--- src/rtl/eiu_pkg.sv ---
package eiu_pkg;
  localparam int ADDR_W = 3;
  localparam logic [ADDR_W-1:0] A_ENABLE  = 3'd0;
  localparam logic [ADDR_W-1:0] A_POL     = 3'd1;
  localparam logic [ADDR_W-1:0] A_TRIG    = 3'd2;
  localparam logic [ADDR_W-1:0] A_CLEAR   = 3'd3;
  localparam logic [ADDR_W-1:0] A_PENDING = 3'd4;
endpackage

--- src/rtl/eiu_sync.sv ---
module eiu_sync #(
  parameter int W      = 32,
  parameter int STAGES = 2
) (
  input  logic         clk,
  input  logic         rst_n,
  input  logic [W-1:0] d,
  output logic [W-1:0] q
);
  logic [W-1:0] chain [STAGES];

  always_ff @(posedge clk or negedge rst_n) begin
    if (!rst_n) begin
      for (int k = 0; k < STAGES; k++) chain[k] <= '0;
    end else begin
      chain[0] <= d;
      for (int k = 1; k < STAGES; k++) chain[k] <= chain[k-1];
    end
  end

  assign q = chain[STAGES-1];
endmodule

--- src/rtl/eiu_line.sv ---
module eiu_line (
  input  logic clk,
  input  logic rst_n,
  input  logic s,
  input  logic low_active,
  input  logic edge_mode,
  input  logic clr,
  output logic req
);
  logic s_prev;
  logic hit_level;
  logic hit_edge;
  logic hit;

  always_comb begin
    hit_level = !edge_mode && (s ^ low_active);
    hit_edge  = edge_mode && (low_active ? (!s && s_prev) : (s && !s_prev));
    hit       = hit_level || hit_edge;
  end

  always_ff @(posedge clk or negedge rst_n) begin
    if (!rst_n) begin
      s_prev <= 1'b0;
      req    <= 1'b0;
    end else begin
      s_prev <= s;
      if (hit)      req <= 1'b1;
      else if (clr) req <= 1'b0;
    end
  end
endmodule

--- src/rtl/eiu_regs.sv ---
module eiu_regs
  import eiu_pkg::*;
#(
  parameter int N = 32
) (
  input  logic              clk,
  input  logic              rst_n,
  input  logic              wr,
  input  logic              rd,
  input  logic [ADDR_W-1:0] addr,
  input  logic [N-1:0]      wdata,
  input  logic [N-1:0]      pending,
  output logic [N-1:0]      en,
  output logic [N-1:0]      pol,
  output logic [N-1:0]      trig,
  output logic [N-1:0]      clr,
  output logic [N-1:0]      rdata
);
  logic [N-1:0] chg_q;
  logic [N-1:0] sw_clr;
  logic [N-1:0] rd_mux;

  always_ff @(posedge clk or negedge rst_n) begin
    if (!rst_n) begin
      en    <= '0;
      pol   <= '0;
      trig  <= '0;
      chg_q <= '0;
    end else begin
      chg_q <= '0;
      if (wr) begin
        unique case (addr)
          A_ENABLE: en <= wdata;
          A_POL: begin
            pol   <= wdata;
            chg_q <= wdata ^ pol;
          end
          A_TRIG: begin
            trig  <= wdata;
            chg_q <= wdata ^ trig;
          end
          default: ;
        endcase
      end
    end
  end

  always_comb begin
    sw_clr = (wr && addr == A_CLEAR) ? wdata : '0;
    clr    = sw_clr | chg_q;
  end

  always_comb begin
    unique case (addr)
      A_ENABLE:  rd_mux = en;
      A_POL:     rd_mux = pol;
      A_TRIG:    rd_mux = trig;
      A_PENDING: rd_mux = pending;
      default:   rd_mux = '0;
    endcase
  end

  always_ff @(posedge clk or negedge rst_n) begin
    if (!rst_n)  rdata <= '0;
    else if (rd) rdata <= rd_mux;
  end
endmodule

--- src/rtl/ext_irq_unit.sv ---
module ext_irq_unit
  import eiu_pkg::*;
#(
  parameter int NLINES = 32
) (
  input  logic              clk,
  input  logic              rst_n,
  input  logic [NLINES-1:0] irq_in,
  input  logic              reg_wr,
  input  logic              reg_rd,
  input  logic [ADDR_W-1:0] reg_addr,
  input  logic [NLINES-1:0] reg_wdata,
  output logic [NLINES-1:0] reg_rdata,
  output logic [NLINES-1:0] irq_out
);
  logic [NLINES-1:0] s_sync;
  logic [NLINES-1:0] en_w;
  logic [NLINES-1:0] pol_w;
  logic [NLINES-1:0] trig_w;
  logic [NLINES-1:0] clr_w;
  logic [NLINES-1:0] req_w;

  eiu_sync #(.W(NLINES), .STAGES(2)) u_sync (
    .clk(clk), .rst_n(rst_n), .d(irq_in), .q(s_sync)
  );

  eiu_regs #(.N(NLINES)) u_regs (
    .clk(clk), .rst_n(rst_n), .wr(reg_wr), .rd(reg_rd), .addr(reg_addr),
    .wdata(reg_wdata), .pending(req_w), .en(en_w), .pol(pol_w),
    .trig(trig_w), .clr(clr_w), .rdata(reg_rdata)
  );

  for (genvar i = 0; i < NLINES; i++) begin : g_line
    eiu_line u_line (
      .clk(clk), .rst_n(rst_n), .s(s_sync[i]), .low_active(pol_w[i]),
      .edge_mode(trig_w[i]), .clr(clr_w[i]), .req(req_w[i])
    );
  end

  assign irq_out = req_w & en_w;
endmodule

--- config.mk ---
export PLATFORM = sky130hd
export DESIGN_NAME = ext_irq_unit
export DESIGN_NICKNAME = d
export VERILOG_FILES = /design/src/rtl/eiu_pkg.sv /design/src/rtl/eiu_sync.sv /design/src/rtl/eiu_line.sv /design/src/rtl/eiu_regs.sv /design/src/rtl/ext_irq_unit.sv
export SDC_FILE = /design/constraint.sdc
export NUM_CORES = 1
export LEC_CHECK = 0
export BUFFER_PORTS_ARGS = -buffer_cell sky130_fd_sc_hd__clkbuf_2
export CORE_MARGIN = 5
export CORE_UTILIZATION = 59
export DETAILED_ROUTE_END_ITERATION = 8
export PLACE_DENSITY = 0.76
export SLEW_MARGIN = 20
export SYNTH_ARGS = -nofsm -noshare
export SYNTH_HDL_FRONTEND = slang
export SYNTH_SLANG_ARGS = --single-unit
export TNS_END_PERCENT = 30
--- constraint.sdc ---
create_clock -name clk -period 1.2 [get_ports clk]
set_input_delay 0 -clock clk [delete_from_list [all_inputs] [get_ports clk]]
set_output_delay 0 -clock clk [all_outputs]
set_load 0.02 [all_outputs]
# Word-level counts from Yosys, hierarchy flattened
# Index checks and enable logic that the tools add are counted.
word_totals:
  ff_bits: 288
  inputBits: 71
  word_cells: 504
  mem_count: 0
  mem_bits_rw: 0
  latchBits: 0
  mem_bits_ro: 0
op_classes:
  n_eq_ne: 4
  n_lt_le_gt_ge: 0
  n_bitwise: 36
  n_reduce_logical: 293
  addsub: 0
  n_div: 0
  n_shift: 0
  muxes: 100
  multipliers: 0
op_table:
  columns: ["op", "count"]
  rows:
  - ["$logic_and 1x1->1", 129]
  - ["$pmux 32 s4", 1]
  - ["$logic_not 1->1", 96]
  - ["$mux 1", 96]
  - ["$mux 32", 2]
  - ["$pmux 32 s2", 1]
  - ["$reduce_bool 2->1", 32]
  - ["$xor 32x32->32", 2]
  - ["$and 32x32->32", 1]
  - ["$logic_or 1x1->1", 32]
  - ["$or 32x32->32", 1]
  - ["$xor 1x1->1", 32]
  - ["$eq 3x2->1 const B", 2]
  - ["$reduce_and 2->1", 3]
  - ["$eq 3x1->1 const B", 1]
  - ["$eq 3x3->1 const B", 1]
  - ["$logic_not 3->1", 1]

# Logic depth before layout (Yosys ltp)
# Gate-level depths: netlist of the first run.
logic_depth:
  depth_word: 6
  mapped_depth: 6
  mapped_depth_nobuf: 3

# Cells and area by module
# A second synthesis of the first run with hierarchy kept.
unflattened:
  cells_unflattened: 997
  hier_area_um2: 12931.2
by_module_without_submodules:
  columns: ["module", "cells_per_inst", "n_inst", "area_each_um2"]
  rows:
  - ["eiu_regs", 645, 1, 7886.3]
  - ["eiu_line", 7, 32, 93.8]
  - ["eiu_sync", 96, 1, 1841.8]
  - ["ext_irq_unit", 32, 1, 200.2]

# Least setup slack after synthesis of the first run
# OpenSTA, ideal clock, no wires.
synth_timing:
  path_type: "input port to flip-flop"
  startpoint: "input reg_addr[2]"
  endpoint: "register u_regs.rdata[25]"
  path_slack_ns: -0.043
  cell_stages: 5
  t_arrival_ns: 1.109
  setup_time_ns: 0.135
  path_cell_list: "buf_4 -> clkbuf_1 -> mux2_2 -> a211oi_1 -> o22ai_1"
synth_between:
  elab_chain_cells: 2
  word_cells_on_any_way: 5
synth_lines:
  columns: ["element", "line", "text"]
  rows:
  - ["start, declared", "ext_irq_unit.sv:11", "input logic [ADDR_W-1:0] reg_addr,"]
  - ["$eq 3x3->1 (tied with other cells)", "eiu_regs.sv:54", "unique case (addr)"]
  - ["$pmux 32 s4 *", "eiu_regs.sv:54", null]
  - ["end signal, assigned", "eiu_regs.sv:65", "else if (rd) rdata <= rd_mux;"]
  - ["end, declared", "eiu_regs.sv:17", "output logic [N-1:0] rdata"]
# Every way passes the cells marked *; elsewhere a longest branch is shown, timed or not.
# A chain may end at the register's enable or synchronous reset.

# Worst setup path after layout of the first run
layout_timing:
  startpoint: "register g_line[0].u_line.req"
  endpoint: "output irq_out[0]"
layout_between:
  elab_chain_cells: 1
layout_lines:
  columns: ["element", "line", "text"]
  rows:
  - ["start, declared", "eiu_line.sv:8", "output logic req"]
  - ["start signal, assigned", "eiu_line.sv:24", "req <= 1'b0;"]
  - ["start signal, assigned", "eiu_line.sv:27", "if (hit) req <= 1'b1;"]
  - ["start signal, assigned", "eiu_line.sv:28", "else if (clr) req <= 1'b0;"]
  - ["$and 32x32->32", "ext_irq_unit.sv:40", "assign irq_out = req_w & en_w;"]
  - ["end, declared", "ext_irq_unit.sv:14", "output logic [NLINES-1:0] irq_out"]
# Every way passes these cells.

==> results of run 1 <==
-- critical path, cell delays in order (launching register included) --
cell and delay, ns:
dfrtp_1 0.40, buf_6 0.12, and2_4 0.14, buf_8 0.12
-- path summary, 6_finish.rpt --
kind / start / endpoint / slack [ns] / cells after the start
setup reg to reg: u_regs.en[14] / u_regs.rdata[14] / -0.01 / 4
min in group asynchronous: rst_n / u_regs.rdata[0] / 0.46 / 3
hold / removal: irq_in[23] / u_sync.chain[55] / 0.09 / 2
max in group asynchronous: rst_n / u_regs.pol[12] / 0.11 / 4
hold reg to reg: u_sync.chain[35] / u_sync.q[3] / 0.34 / 0
setup / recovery: g_line[0].u_line.req / irq_out[0] / -0.13 / 3
-- power by group through the flow --
stage	clock, mW	sequential [mW]	combinational [mW]
after detailed placement	0	12.2	5.66
after floorplan	0	12.1	3.40
after global routing	10.0	12.2	7.41
after global placement	0	12.1	5.51
after CTS	9.64	12.0	6.35
final	9.49	12.1	6.90
-- Yosys cell counts (3+ instances only) --
master	count	area, µm²
mux2_1	21	236
dfrtp_1	288	7210
nand2b_1	3	18.8
mux2_2	107	1200
nor2b_1	4	25.0
buf_6	3	33.8
buf_1	3	11.3
inv_1	64	240
and2_1	32	200
xor2_1	29	254
nor2_1	3	11.3
buf_2	29	145
mux2i_1	33	330
nand3_1	32	160
clkbuf_1	29	109
xnor2_1	29	254
o22ai_1	32	200
nand3b_1	32	240
a211oi_1	32	240
a221o_1	3	30.0
a21oi_1	37	185
nand2_1	32	120
nor4bb_1	37	370
a31o_1	29	254
a21oi_2	30	263
buf_4	5	37.5
and4bb_2	27	338
-- routing by layer --
metal  vias to the layer above  routed length (µm)
met5                         -                  13
met4                         2                 951
met3                        84                1810
met2                       301               17000
met1                      4711               13000
li1                       4161                   -
-- cell type report --
class / instances / area (µm²)
repair buffers: 313 / 2750
flip-flops and latches: 288 / 7210
clock buffers: 45 / 918
multi-input cells: 591 / 5320
fillers: 1199 / 4330
well taps: 275 / 344
clock inverters: 11 / 111
inverters: 64 / 240
-- sequential cells by signal, summed over array words and instances, names as in the netlist --
signal and cells:
g_line.u_line.req 32, g_line.u_line.s_prev 32, u_regs.chg_q 32, u_regs.en 32, u_regs.pol 32, u_regs.rdata 32
u_regs.trig 32, u_sync.chain 32, u_sync.q 32
-- cells by family after synthesis --
| family | synth area share |
|---|---|
| multiplexers | 0.138 |
| flip-flops | 0.563 |
| buffers and inverters | 0.0451 |
| XOR/XNOR | 0.0410 |
| AND/OR/NAND/NOR | 0.120 |
| AO/OA/AOI/OAI | 0.0920 |
-- per-stage QoR --
step                      hold WS [ns]  area, µm²  TNS [ns]
after floorplan                 -0.296      12800     -1.01
after global placement         -0.0989      14600    -25.23
after detailed placement        -0.100      14600    -29.53
after CTS                       0.0701      16600     -3.96
after global routing            0.0886      16900     -4.06
final                           0.0862      16900     -2.53
-- timing repair --
item	CTS	global route
hold endpoints to repair	487	0
pin swaps	2	20
gates resized for setup	62	100
buffers inserted	7	8
hold buffers	67	0
setup endpoints to repair	41	80
==> flow_summary.rst, run 1 <==
.. list-table::
   :header-rows: 1

   * - Metric
     - Value
   * - Top achievable clock speed
     - 750 MHz
   * - Number of design rule violations left after detail routing
     - 0
   * - Number of DRC violations after detailed-routing iteration 0
     - 475
   * - Clock latency at the later pin of the worst-skew pair
     - 0.55 ns
   * - Height of the die
     - 157 µm
   * - CTS Buf Count
     - 30
   * - Placed wire-length estimate
     - 20500 µm
   * - Synthesized netlist net count
     - 1083
   * - Asr flop ratio synth
     - 1.00
   * - Data required, critical path
     - 1.20 ns
   * - Routability cong.
     - 0.825
   * - Avg Vias per Cell
     - 5.83
   * - Vias
     - 9259
   * - Detailed-route wire length per cell
     - 20.6 µm
   * - Ratio of cells with drive above 1 in the final layout
     - 0.406
   * - Placed Instances
     - 1450
   * - Part of the total power dissipated in the clock network
     - 0.333
   * - Most frequent cells in the layout
     - dfrtp_1 (286), mux2_2 (107), clkbuf_2 (102)
   * - Violated checks
     - negative setup slack
   * - Leakage power total
     - 7.32 nW
   * - Switching share of total power
     - 0.278
   * - GR Util met2
     - 0.458
   * - Number of rows in the core area
     - 53
   * - Growth of design area from synthesis to finish
     - 32.0%
   * - Final net count
     - 1359
   * - Relative slew margins
     - 0.677
   * - Final std cells w/o fill
     - 1587
   * - Setup slack after layout
     - -0.133 ns
   * - Total Routed Length
     - 32700 µm
   * - Nature of the critical path endpoint
     - primary output
   * - Number of top-level design ports
     - 135
   * - Count of different cell masters after synthesis
     - 34
   * - Endpoint arrival time on the critical path
     - 1.33 ns
   * - Max Slew Vio Count
     - 0
   * - Number of enable flip-flop cells after synthesis
     - 0
   * - Max-cap check violation count
     - 0
   * - Diode count
     - 0
   * - Worst slack at placement
     - -0.246 ns
   * - Global-route wire length before repair
     - 51600 µm
   * - Register clock-pin slew on the reported worst setup and hold paths
     - 0.06 ns
   * - Highest net fanout along the worst path
     - 2
   * - Clk sinks
     - 288
   * - Layout Utilization
     - 0.796
   * - Number of nets with antenna violations after detailed routing
     - 0
   * - Unrepaired setup endpoints after global routing
     - true
   * - CTS tree
     - done
   * - Time the final worst path needs with I/O delays and setup
     - 1.33 ns
   * - P_sw
     - 7.91 mW
   * - Crit Path Category
     - reg2out
   * - Number of buffers on the longest clock path
     - 3
   * - CORE AREA
     - 0.0212 mm²
   * - Total power divided by cell area
     - 1690 mW/mm²
   * - Initial core utilization
     - 0.603
   * - Total grt overflow
     - 0
   * - Result of the run
     - finished, violations left
   * - All-Layer GR Usage
     - 0.262
   * - Internal power
     - 20.6 mW
   * - Count of state elements after synthesis
     - 288
   * - Number of endpoints failing setup at the final stage
     - 33
   * - Die span in x
     - 157 µm
   * - Main synth FF type
     - dfrtp_1
   * - Grt met1 use
     - 0.342
   * - Via count of the first global-routing pass
     - 9594
   * - Share of the clock period used by the worst path
     - 1.11
   * - Met3 global-route usage
     - 0.0421
   * - Post-Synthesis Cells
     - 1012
   * - Number of detailed-routing iterations run before antenna repair
     - 5
   * - Most heavily used metal layer in global routing
     - met2
   * - Largest net degree at the start of global routing
     - 62
   * - Synth Cell Area
     - 0.0128 mm²
   * - Relative contribution of sequential cells to total power
     - 0.424
   * - Sequential-to-total area share from yosys stat
     - 0.563
   * - Worst clock skew on the final layout
     - 0.0122 ns
   * - Yosys Warn Count
     - 0
   * - Peak supply drop
     - 1.19 mV
   * - Worst setup SP type
     - flop
   * - Total power of the final layout
     - 28.5 mW
   * - Initial antenna violation count
     - 1
   * - Most common cell after layout, fill and taps aside
     - dfrtp_1
   * - Worst Max-Slew Pin Slew
     - 0.478 ns
   * - Final hold violation count
     - 0
   * - Total number of H-tree levels
     - 1
   * - Area of the die
     - 0.0247 mm²
   * - Hold Crit Class
     - in2reg
   * - Library cell used as clock root buffer
     - clkbuf_16
   * - Count of port buffers added during placement
     - 134
   * - Logic pwr share
     - 0.242
   * - Mapped Avg Cell Area
     - 12.6 µm²
(Power assumes the default switching activity.)
==> run 2: changes to the inputs <==
==> constraint.sdc (replaced) <==
create_clock -name clk -period 1.2 [get_ports clk]
set_input_delay 0.12 -clock clk [delete_from_list [all_inputs] [get_ports clk]]
set_output_delay 0.12 -clock clk [all_outputs]
set_load 0.02 [all_outputs]
==> run 2 against run 1 <==
The flow still finishes with violations (negative setup slack). Die area is the same. Global-route usage is 0.97 points higher. Clock-buffer cell count shrank 1. Maximum frequency is 8.8% lower. Clock skew rose by 0.0036 ns. Sequential share of layout area down 0.95 points. Non-clock buffer count up 41. Largest power group unchanged.
==> flow_summary.rst, run 2 (same netlist as run 1, synthesis figures left out) <==
.. list-table::
   :header-rows: 1

   * - Metric
     - Value
   * - Hold Crit Class
     - in2async (was in2reg)
   * - Number of design rule violations left after detail routing
     - 0 (unchanged)
   * - Vias
     - 9490 (was 9259)
   * - Clock latency at the later pin of the worst-skew pair
     - 0.55 ns (about the same)
   * - Total grt overflow
     - 0 (unchanged)
   * - Register clock-pin slew on the reported worst setup and hold paths
     - 0.06 ns (about the same)
   * - Crit Path Category
     - reg2out (unchanged)
   * - CTS tree
     - done (unchanged)
   * - Top achievable clock speed
     - 684 MHz (was 750 MHz)
   * - Leakage power total
     - 7.56 nW (was 7.32 nW)
   * - Number of rows in the core area
     - 53 (unchanged)
   * - Via count of the first global-routing pass
     - 10100 (was 9594)
   * - Library cell used as clock root buffer
     - clkbuf_16 (unchanged)
   * - Data required, critical path
     - 1.08 ns (was 1.20 ns)
   * - Number of nets with antenna violations after detailed routing
     - 0 (unchanged)
   * - Number of DRC violations after detailed-routing iteration 0
     - 631 (was 475)
   * - Max Slew Vio Count
     - 0 (unchanged)
   * - All-Layer GR Usage
     - 0.271 (was 0.262)
   * - Uppermost routed layer
     - met5 (unchanged)
   * - DP Area
     - 0.0147 mm² (was 0.0146 mm²)
   * - Finished layout cell area
     - 0.0173 mm² (was 0.0169 mm²)
   * - Placed Instances
     - 1463 (was 1450)
   * - Final net count
     - 1400 (was 1359)
   * - Setup slack after layout
     - -0.261 ns (was -0.133 ns)
   * - Worst clock skew on the final layout
     - 0.0158 ns (was 0.0122 ns)
   * - Number of buffers on the longest clock path
     - 3 (unchanged)
   * - Height of the die
     - 157 µm (unchanged)
   * - Endpoint arrival time on the critical path
     - 1.34 ns (was 1.33 ns)
   * - Violated checks
     - negative setup slack (unchanged)
   * - Total number of H-tree levels
     - 1 (unchanged)
   * - Relative slew margins
     - 0.445 (was 0.677)
   * - Global-route wire length before repair
     - 53400 µm (was 51600 µm)
   * - Peak supply drop
     - 1.37 mV (was 1.19 mV)
   * - Nature of the critical path endpoint
     - primary output (unchanged)
   * - Result of the run
     - finished, violations left (unchanged)
   * - Wire length on met2
     - 17400 µm (was 17000 µm)
   * - Count of port buffers added during placement
     - 134 (unchanged)
   * - Time the final worst path needs with I/O delays and setup
     - 1.46 ns (was 1.33 ns)
   * - Highest net fanout along the worst path
     - 2 (unchanged)
   * - Number of endpoints failing setup at the final stage
     - 66 (was 33)
   * - Number of detailed-routing iterations run before antenna repair
     - 5 (unchanged)
   * - Clk sinks
     - 288 (unchanged)
   * - Met3 WL post-DR
     - 1880 µm (was 1810 µm)
   * - Routability cong.
     - 0.814 (was 0.825)
   * - Area of the die
     - 0.0247 mm² (unchanged)
   * - Die span in x
     - 157 µm (unchanged)
   * - Growth of design area from synthesis to finish
     - 34.9% (was 32.0%)
   * - Largest net degree at the start of global routing
     - 57 (was 62)
   * - CORE AREA
     - 0.0212 mm² (unchanged)
   * - Unrepaired setup endpoints after global routing
     - true (unchanged)
   * - Initial antenna violation count
     - 1 (unchanged)
   * - Final std cells w/o fill
     - 1621 (was 1587)
   * - Placed wire-length estimate
     - 20000 µm (was 20500 µm)
   * - Total power divided by cell area
     - 1660 mW/mm² (was 1690 mW/mm²)
   * - Final hold violation count
     - 0 (unchanged)
   * - Detailed-route wire length per cell
     - 21.0 µm (was 20.6 µm)
   * - Most frequent cells in the layout
     - dfrtp_1 (288), buf_4 (116), mux2_2 (96) (was dfrtp_1 (286), mux2_2 (107), clkbuf_2 (102))
   * - Total Routed Length
     - 34100 µm (was 32700 µm)
   * - Ratio of cells with drive above 1 in the final layout
     - 0.421 (was 0.406)
   * - Share of the clock period used by the worst path
     - 1.22 (was 1.11)
   * - CTS Buf Count
     - 30 (unchanged)
   * - Worst Max-Slew Pin Slew
     - 0.830 ns (was 0.478 ns)
   * - Most common cell after layout, fill and taps aside
     - dfrtp_1 (unchanged)
   * - Worst setup SP type
     - flop (unchanged)
   * - Met1 Wirelength
     - 13800 µm (was 13000 µm)
   * - Max-cap check violation count
     - 0 (unchanged)
   * - Layout Utilization
     - 0.814 (was 0.796)
   * - Initial core utilization
     - 0.603 (unchanged)
   * - Number of top-level design ports
     - 135 (unchanged)
   * - Avg Vias per Cell
     - 5.85 (was 5.83)
-- run 2: cell types whose count changed in the layout (fill, tap and decap cells not counted), moves of 8 or more --
| cell | delta |
|---|---|
| buf_4 | +43 |
| mux2_2 | -11 |
| buf_2 | +11 |
| mux2_4 | +12 |
| clkbuf_2 | -28 |
| nor4bb_2 | -8 |
| nor4bb_1 | +8 |
| buf_8 | +9 |
-- run 2: timing repair --
item                                    in CTS  in global routing
pin swaps                                   14                 20
buffers inserted                            26                 23
hold endpoints to repair                   482                  0
hold buffers                                66                  0
endpoints found under the setup margin      70                 89
resized for setup                           91                129
-- run 2: layer usage --
layer | global-route usage | vias to the layer above
li1 | - | 4233
met1 | 0.358 | 4810
met2 | 0.459 | 355
met3 | 0.0440 | 90
met4 | 0.0971 | 2
met5 | 0 | -
-- run 2: path summary, 6_finish.rpt --
check / endpoint / slack (ns) / from / cells past startpoint
worst max-delay path: irq_out[31] / -0.26 / g_line[31].u_line.req / 3
worst min-delay path: u_regs.chg_q[10] / 0.05 / rst_n / 2
worst max register to register: u_regs.rdata[8] / -0.15 / u_regs.en[8] / 5
worst min register to register: u_sync.q[17] / 0.35 / u_sync.chain[49] / 0
max in group asynchronous: u_regs.en[6] / 0.53 / rst_n / 4
min in group clk: u_sync.chain[33] / 0.21 / irq_in[1] / 2
-- run 2: power breakdown --
group          switching [mW]  internal, mW
clock network            3.68          5.19
logic                    3.27          4.48
registers                1.08          11.0
total                    8.03          20.7
-- run 2: layout make-up --
class / instances / area (µm²)
Inverter: 64 / 240
Timing Repair Buffer: 354 / 3210
Multi-Input combinational cell: 591 / 5340
Antenna cell: 1 / 2.50
Clock inverter: 4 / 51.3
Fill cell: 1132 / 3950
Sequential cell: 288 / 7210
Clock buffer: 44 / 875
Tap cell: 275 / 344
-- run 2: metrics by stage --
step	power, mW	setup WS [ns]	TNS [ns]	hold WS [ns]
after floorplan	15.6	-0.0907	-6.08	-0.176
after global placement	17.8	-0.332	-46.87	0.00657
after detailed placement	18.0	-0.351	-50.95	0.00482
after CTS	27.9	-0.285	-8.01	0.0377
after global routing	29.9	-0.290	-10.07	0.0499
final	28.7	-0.261	-7.05	0.0474
-- run 2: critical path: stages (launching register included) --
cell	delay, ns
dfrtp_1	0.40
buf_6	0.12
and2_4	0.15
buf_8	0.13
==> run 3: changes to the inputs <==
--- a/config.mk
+++ b/config.mk
@@ -13,5 +13,6 @@
 export SLEW_MARGIN = 20
 export SYNTH_ARGS = -nofsm -noshare
 export SYNTH_HDL_FRONTEND = slang
+export SYNTH_HIERARCHICAL = 1
 export SYNTH_SLANG_ARGS = --single-unit
 export TNS_END_PERCENT = 30
==> run 3 against run 2 <==
The flow still finishes with violations (negative setup slack). Routed wire length fell by 5.4%. Register-to-register slack gained 0.16 ns. Total power fell by 0.12%. Combinational power decreased by 17%. Sequential cell count is the same. Synthesized cell count is 1.5% lower. Global-route usage down 1.0 points. Sequential power is essentially flat. Core utilization shrank 4.5 points. Clock skew is essentially flat. Final area down 3.5%. Setup slack improved by 0.068 ns.
==> flow_summary.rst, run 3 <==
.. list-table::
   :header-rows: 1

   * - Metric
     - Value
   * - Most common cell after layout, fill and taps aside
     - dfrtp_1 (unchanged)
   * - Logic pwr share
     - 0.223 (was 0.270)
   * - Final hold violation count
     - 0 (unchanged)
   * - P_sw
     - 8.01 mW (was 8.03 mW)
   * - Storage element area
     - 0.00721 mm² (unchanged)
   * - Crit Path Category
     - reg2out (unchanged)
   * - Number of rows in the core area
     - 54 (was 53)
   * - Layout Utilization
     - 0.768 (was 0.814)
   * - Area fraction of the dominant cell type after synthesis
     - 0.557 (was 0.563)
   * - Total number of H-tree levels
     - 1 (unchanged)
   * - Violated checks
     - negative setup slack (unchanged)
   * - Detailed-route wire length per cell
     - 20.7 µm (was 21.0 µm)
   * - XOR/XNOR Fraction of Synth Area
     - 0.00126 (was 0.0410)
   * - Placed wire-length estimate
     - 19500 µm (was 20000 µm)
   * - Peak supply drop
     - 1.52 mV (was 1.37 mV)
   * - Dominant combinational cell family by area after synthesis
     - multiplexers (unchanged)
   * - Library cell used as clock root buffer
     - clkbuf_16 (unchanged)
   * - DP Area
     - 0.0142 mm² (was 0.0147 mm²)
   * - Number of design rule violations left after detail routing
     - 0 (unchanged)
   * - Time the final worst path needs with I/O delays and setup
     - 1.39 ns (was 1.46 ns)
   * - Area of the die
     - 0.0250 mm² (was 0.0247 mm²)
   * - Number of buffers on the longest clock path
     - 3 (unchanged)
   * - CTS tree
     - done (unchanged)
   * - Count of different cell masters after synthesis
     - 32 (was 34)
   * - Count of port buffers added during placement
     - 134 (unchanged)
   * - Compound-cell area share of the yosys netlist
     - 0.131 (was 0.0920)
   * - Final-layout setup total negative slack
     - -6.30 ns (was -7.05 ns)
   * - Total Routed Length
     - 32200 µm (was 34100 µm)
   * - Fraction of synthesized area in multiplexers
     - 0.158 (was 0.138)
   * - Leakage power total
     - 7.74 nW (was 7.56 nW)
   * - CTS Buf Count
     - 31 (was 30)
   * - Part of the total power dissipated in the clock network
     - 0.351 (was 0.309)
   * - Total power of the final layout
     - 28.7 mW (about the same)
   * - Final net count
     - 1321 (was 1400)
   * - Routability cong.
     - 0.805 (was 0.814)
   * - Number of top-level design ports
     - 135 (unchanged)
   * - Vias
     - 9060 (was 9490)
   * - Growth of design area from synthesis to finish
     - 28.9% (was 34.9%)
   * - Number of nets with antenna violations after detailed routing
     - 0 (unchanged)
   * - Switching share of total power
     - 0.279 (was 0.280)
   * - Worst setup SP type
     - flop (unchanged)
   * - Total power divided by cell area
     - 1720 mW/mm² (was 1660 mW/mm²)
   * - Data required, critical path
     - 1.08 ns (about the same)
   * - Relative contribution of sequential cells to total power
     - 0.426 (was 0.421)
   * - Die span in x
     - 158 µm (was 157 µm)
   * - All-Layer GR Usage
     - 0.261 (was 0.271)
   * - Critical-path cell with the highest stage delay
     - dfrtp_1 (unchanged)
   * - Hold Crit Class
     - in2async (unchanged)
   * - Setup slack after layout
     - -0.193 ns (was -0.261 ns)
   * - Unrepaired setup endpoints after global routing
     - true (unchanged)
   * - Height of the die
     - 158 µm (was 157 µm)
   * - Avg Vias per Cell
     - 5.83 (was 5.85)
   * - Worst clock skew on the final layout
     - 0.0159 ns (was 0.0158 ns)
   * - Sequential-to-total area share from yosys stat
     - 0.557 (was 0.563)
   * - Final std cells w/o fill
     - 1554 (was 1621)
   * - Synthesized netlist net count
     - 1068 (was 1083)
   * - Internal power
     - 20.7 mW (about the same)
   * - Share of the clock period used by the worst path
     - 1.16 (was 1.22)
   * - Top achievable clock speed
     - 718 MHz (was 684 MHz)
   * - Number of enable flip-flop cells after synthesis
     - 0 (unchanged)
   * - Relative slew margins
     - 0.615 (was 0.445)
   * - Placed Instances
     - 1378 (was 1463)
   * - Yosys Warn Count
     - 6 (was 0)
   * - CORE AREA
     - 0.0217 mm² (was 0.0212 mm²)
   * - Cell types with the highest counts after synthesis
     - dfrtp_1 (288), mux2_1 (96), mux2i_1 (96) (was dfrtp_1 (288), mux2_2 (107), inv_1 (64))
   * - Endpoint arrival time on the critical path
     - 1.27 ns (was 1.34 ns)
   * - Finished layout cell area
     - 0.0167 mm² (was 0.0173 mm²)
   * - Most numerous cell in the Yosys netlist
     - dfrtp_1 (unchanged)
   * - List of cells traversed by the critical path
     - and2_4 > buf_8 (was buf_6 > and2_4 > buf_8)
   * - Critical Path Max Stage Delay
     - 0.40 ns (about the same)
   * - Area of combinational cells with multiple inputs
     - 0.00534 mm² (about the same)
   * - Register clock-pin slew on the reported worst setup and hold paths
     - 0.06 ns (about the same)
   * - Via count of the first global-routing pass
     - 9566 (was 10100)
   * - Highest net fanout along the worst path
     - 3 (was 2)
   * - Initial core utilization
     - 0.596 (was 0.603)
   * - Initial antenna violation count
     - 0 (was 1)
   * - Mapped Avg Cell Area
     - 13.0 µm² (was 12.6 µm²)
   * - Worst Max-Slew Pin Slew
     - 0.577 ns (was 0.830 ns)
   * - Count of state elements after synthesis
     - 288 (unchanged)
   * - Number of endpoints failing setup at the final stage
     - 64 (was 66)
   * - Filler instances
     - 1312 (was 1132)
   * - Number of detailed-routing iterations run before antenna repair
     - 5 (unchanged)
   * - Number of DRC violations after detailed-routing iteration 0
     - 520 (was 631)
   * - Worst slack at placement
     - -0.365 ns (was -0.351 ns)
   * - Asr flop ratio synth
     - 1.00 (unchanged)
   * - Nature of the critical path endpoint
     - primary output (unchanged)
   * - Result of the run
     - finished, violations left (unchanged)
   * - Synth Cell Area
     - 0.0129 mm² (was 0.0128 mm²)
   * - Main synth FF type
     - dfrtp_1 (unchanged)
   * - Adder-cell area share of the yosys netlist
     - 0 (unchanged)
   * - Total grt overflow
     - 0 (unchanged)
   * - Clock latency at the later pin of the worst-skew pair
     - 0.57 ns (was 0.55 ns)
   * - Simple-gate share of the synthesized area
     - 0.110 (was 0.120)
   * - Clk sinks
     - 288 (unchanged)
   * - Largest net degree at the start of global routing
     - 49 (was 57)
   * - Post-Synthesis Cells
     - 997 (was 1012)
   * - Global-route wire length before repair
     - 51600 µm (was 53400 µm)
   * - Max Slew Vio Count
     - 0 (unchanged)
   * - Worst R2R Path Depth
     - 4 (was 5)
   * - Synth area leaders
     - dfrtp_1 (56%), mux2_1 (8.4%), mux2i_1 (7.4%) (was dfrtp_1 (56%), mux2_2 (9.4%), nor4bb_1 (2.9%))
   * - Cell type contributing the most total cell area after synthesis
     - dfrtp_1 (unchanged)
   * - Most frequent cells in the layout
     - dfrtp_1 (288), mux2i_1 (96), buf_4 (95) (was dfrtp_1 (288), buf_4 (116), mux2_2 (96))
   * - Diode count
     - 0 (was 1)
   * - Final Hold Slack
     - 0.0601 ns (was 0.0474 ns)
   * - Max-cap check violation count
     - 0 (unchanged)
   * - Ratio of cells with drive above 1 in the final layout
     - 0.323 (was 0.421)
[run 3: power groups by stage]
stage	combinational [mW]	clock, mW	sequential [mW]
5_1_grt	6.87	10.6	12.4
3_5_place_dp	4.77	0	12.4
4_1_cts	5.84	10.2	12.2
2_1_floorplan	3.25	0	12.1
3_3_place_gp	4.66	0	12.3
6_report	6.41	10.1	12.2
[run 3: routing by layer]
metal  wire (µm)  vias up  track usage
li1            -     4068            -
met1       13400     4608        0.353
met2       15900      292        0.435
met3        1900       92       0.0462
met4        1010        0       0.0837
met5           0        -            0
[run 3: cells by family (layout without fill, tap and decap cells)]
logic type / after synthesis / count (layout)
AOI/OAI and AO/OA: 191 / 191
xor gates and xnor gates: 1 / 1
buffers and inverters: 91 / 368
DFF: 288 / 288
muxes: 192 / 192
and+or+nand+nor: 234 / 234
[run 3: critical path: cells and delay by family (launching register included)]
kind | cells | cell delay [ns]
and+or+nand+nor | 1 | 0.18
buffers and inverters | 1 | 0.12
DFF | 1 | 0.40
[run 3: final timing paths]
| kind | startpoint | end | slack (ns) |
|---|---|---|---|
| worst max-delay path | u_regs/en[19] | irq_out[19] | -0.19 |
| worst min-delay path | rst_n | u_regs/chg_q[5] | 0.06 |
| worst max register to register | u_regs/en[26] | u_regs/rdata[26] | 0.01 |
| worst min register to register | u_sync/chain[38] | u_sync/q[6] | 0.35 |
| max in group asynchronous | rst_n | u_sync/chain[55] | 0.55 |
| min in group clk | reg_rd | u_regs/rdata[31] | 0.12 |
[run 3: what timing repair did]
| action | in CTS | in global routing |
|---|---|---|
| resized for setup | 61 | 88 |
| setup endpoints to repair | 64 | 65 |
| hold endpoints to repair | 448 | 0 |
| setup buffers | 33 | 21 |
| pin swaps | 7 | 14 |
| hold buffers | 65 | 0 |
| cloned | 0 | 0 |
[run 3: cell type report]
class,count,area share
Timing Repair Buffer,310,0.161
Sequential cell,288,0.432
Multi-Input combinational cell,618,0.320
Clock inverter,17,0.0136
Inverter,1,0.000225
Tap cell,280,0.0210
Clock buffer,40,0.0516
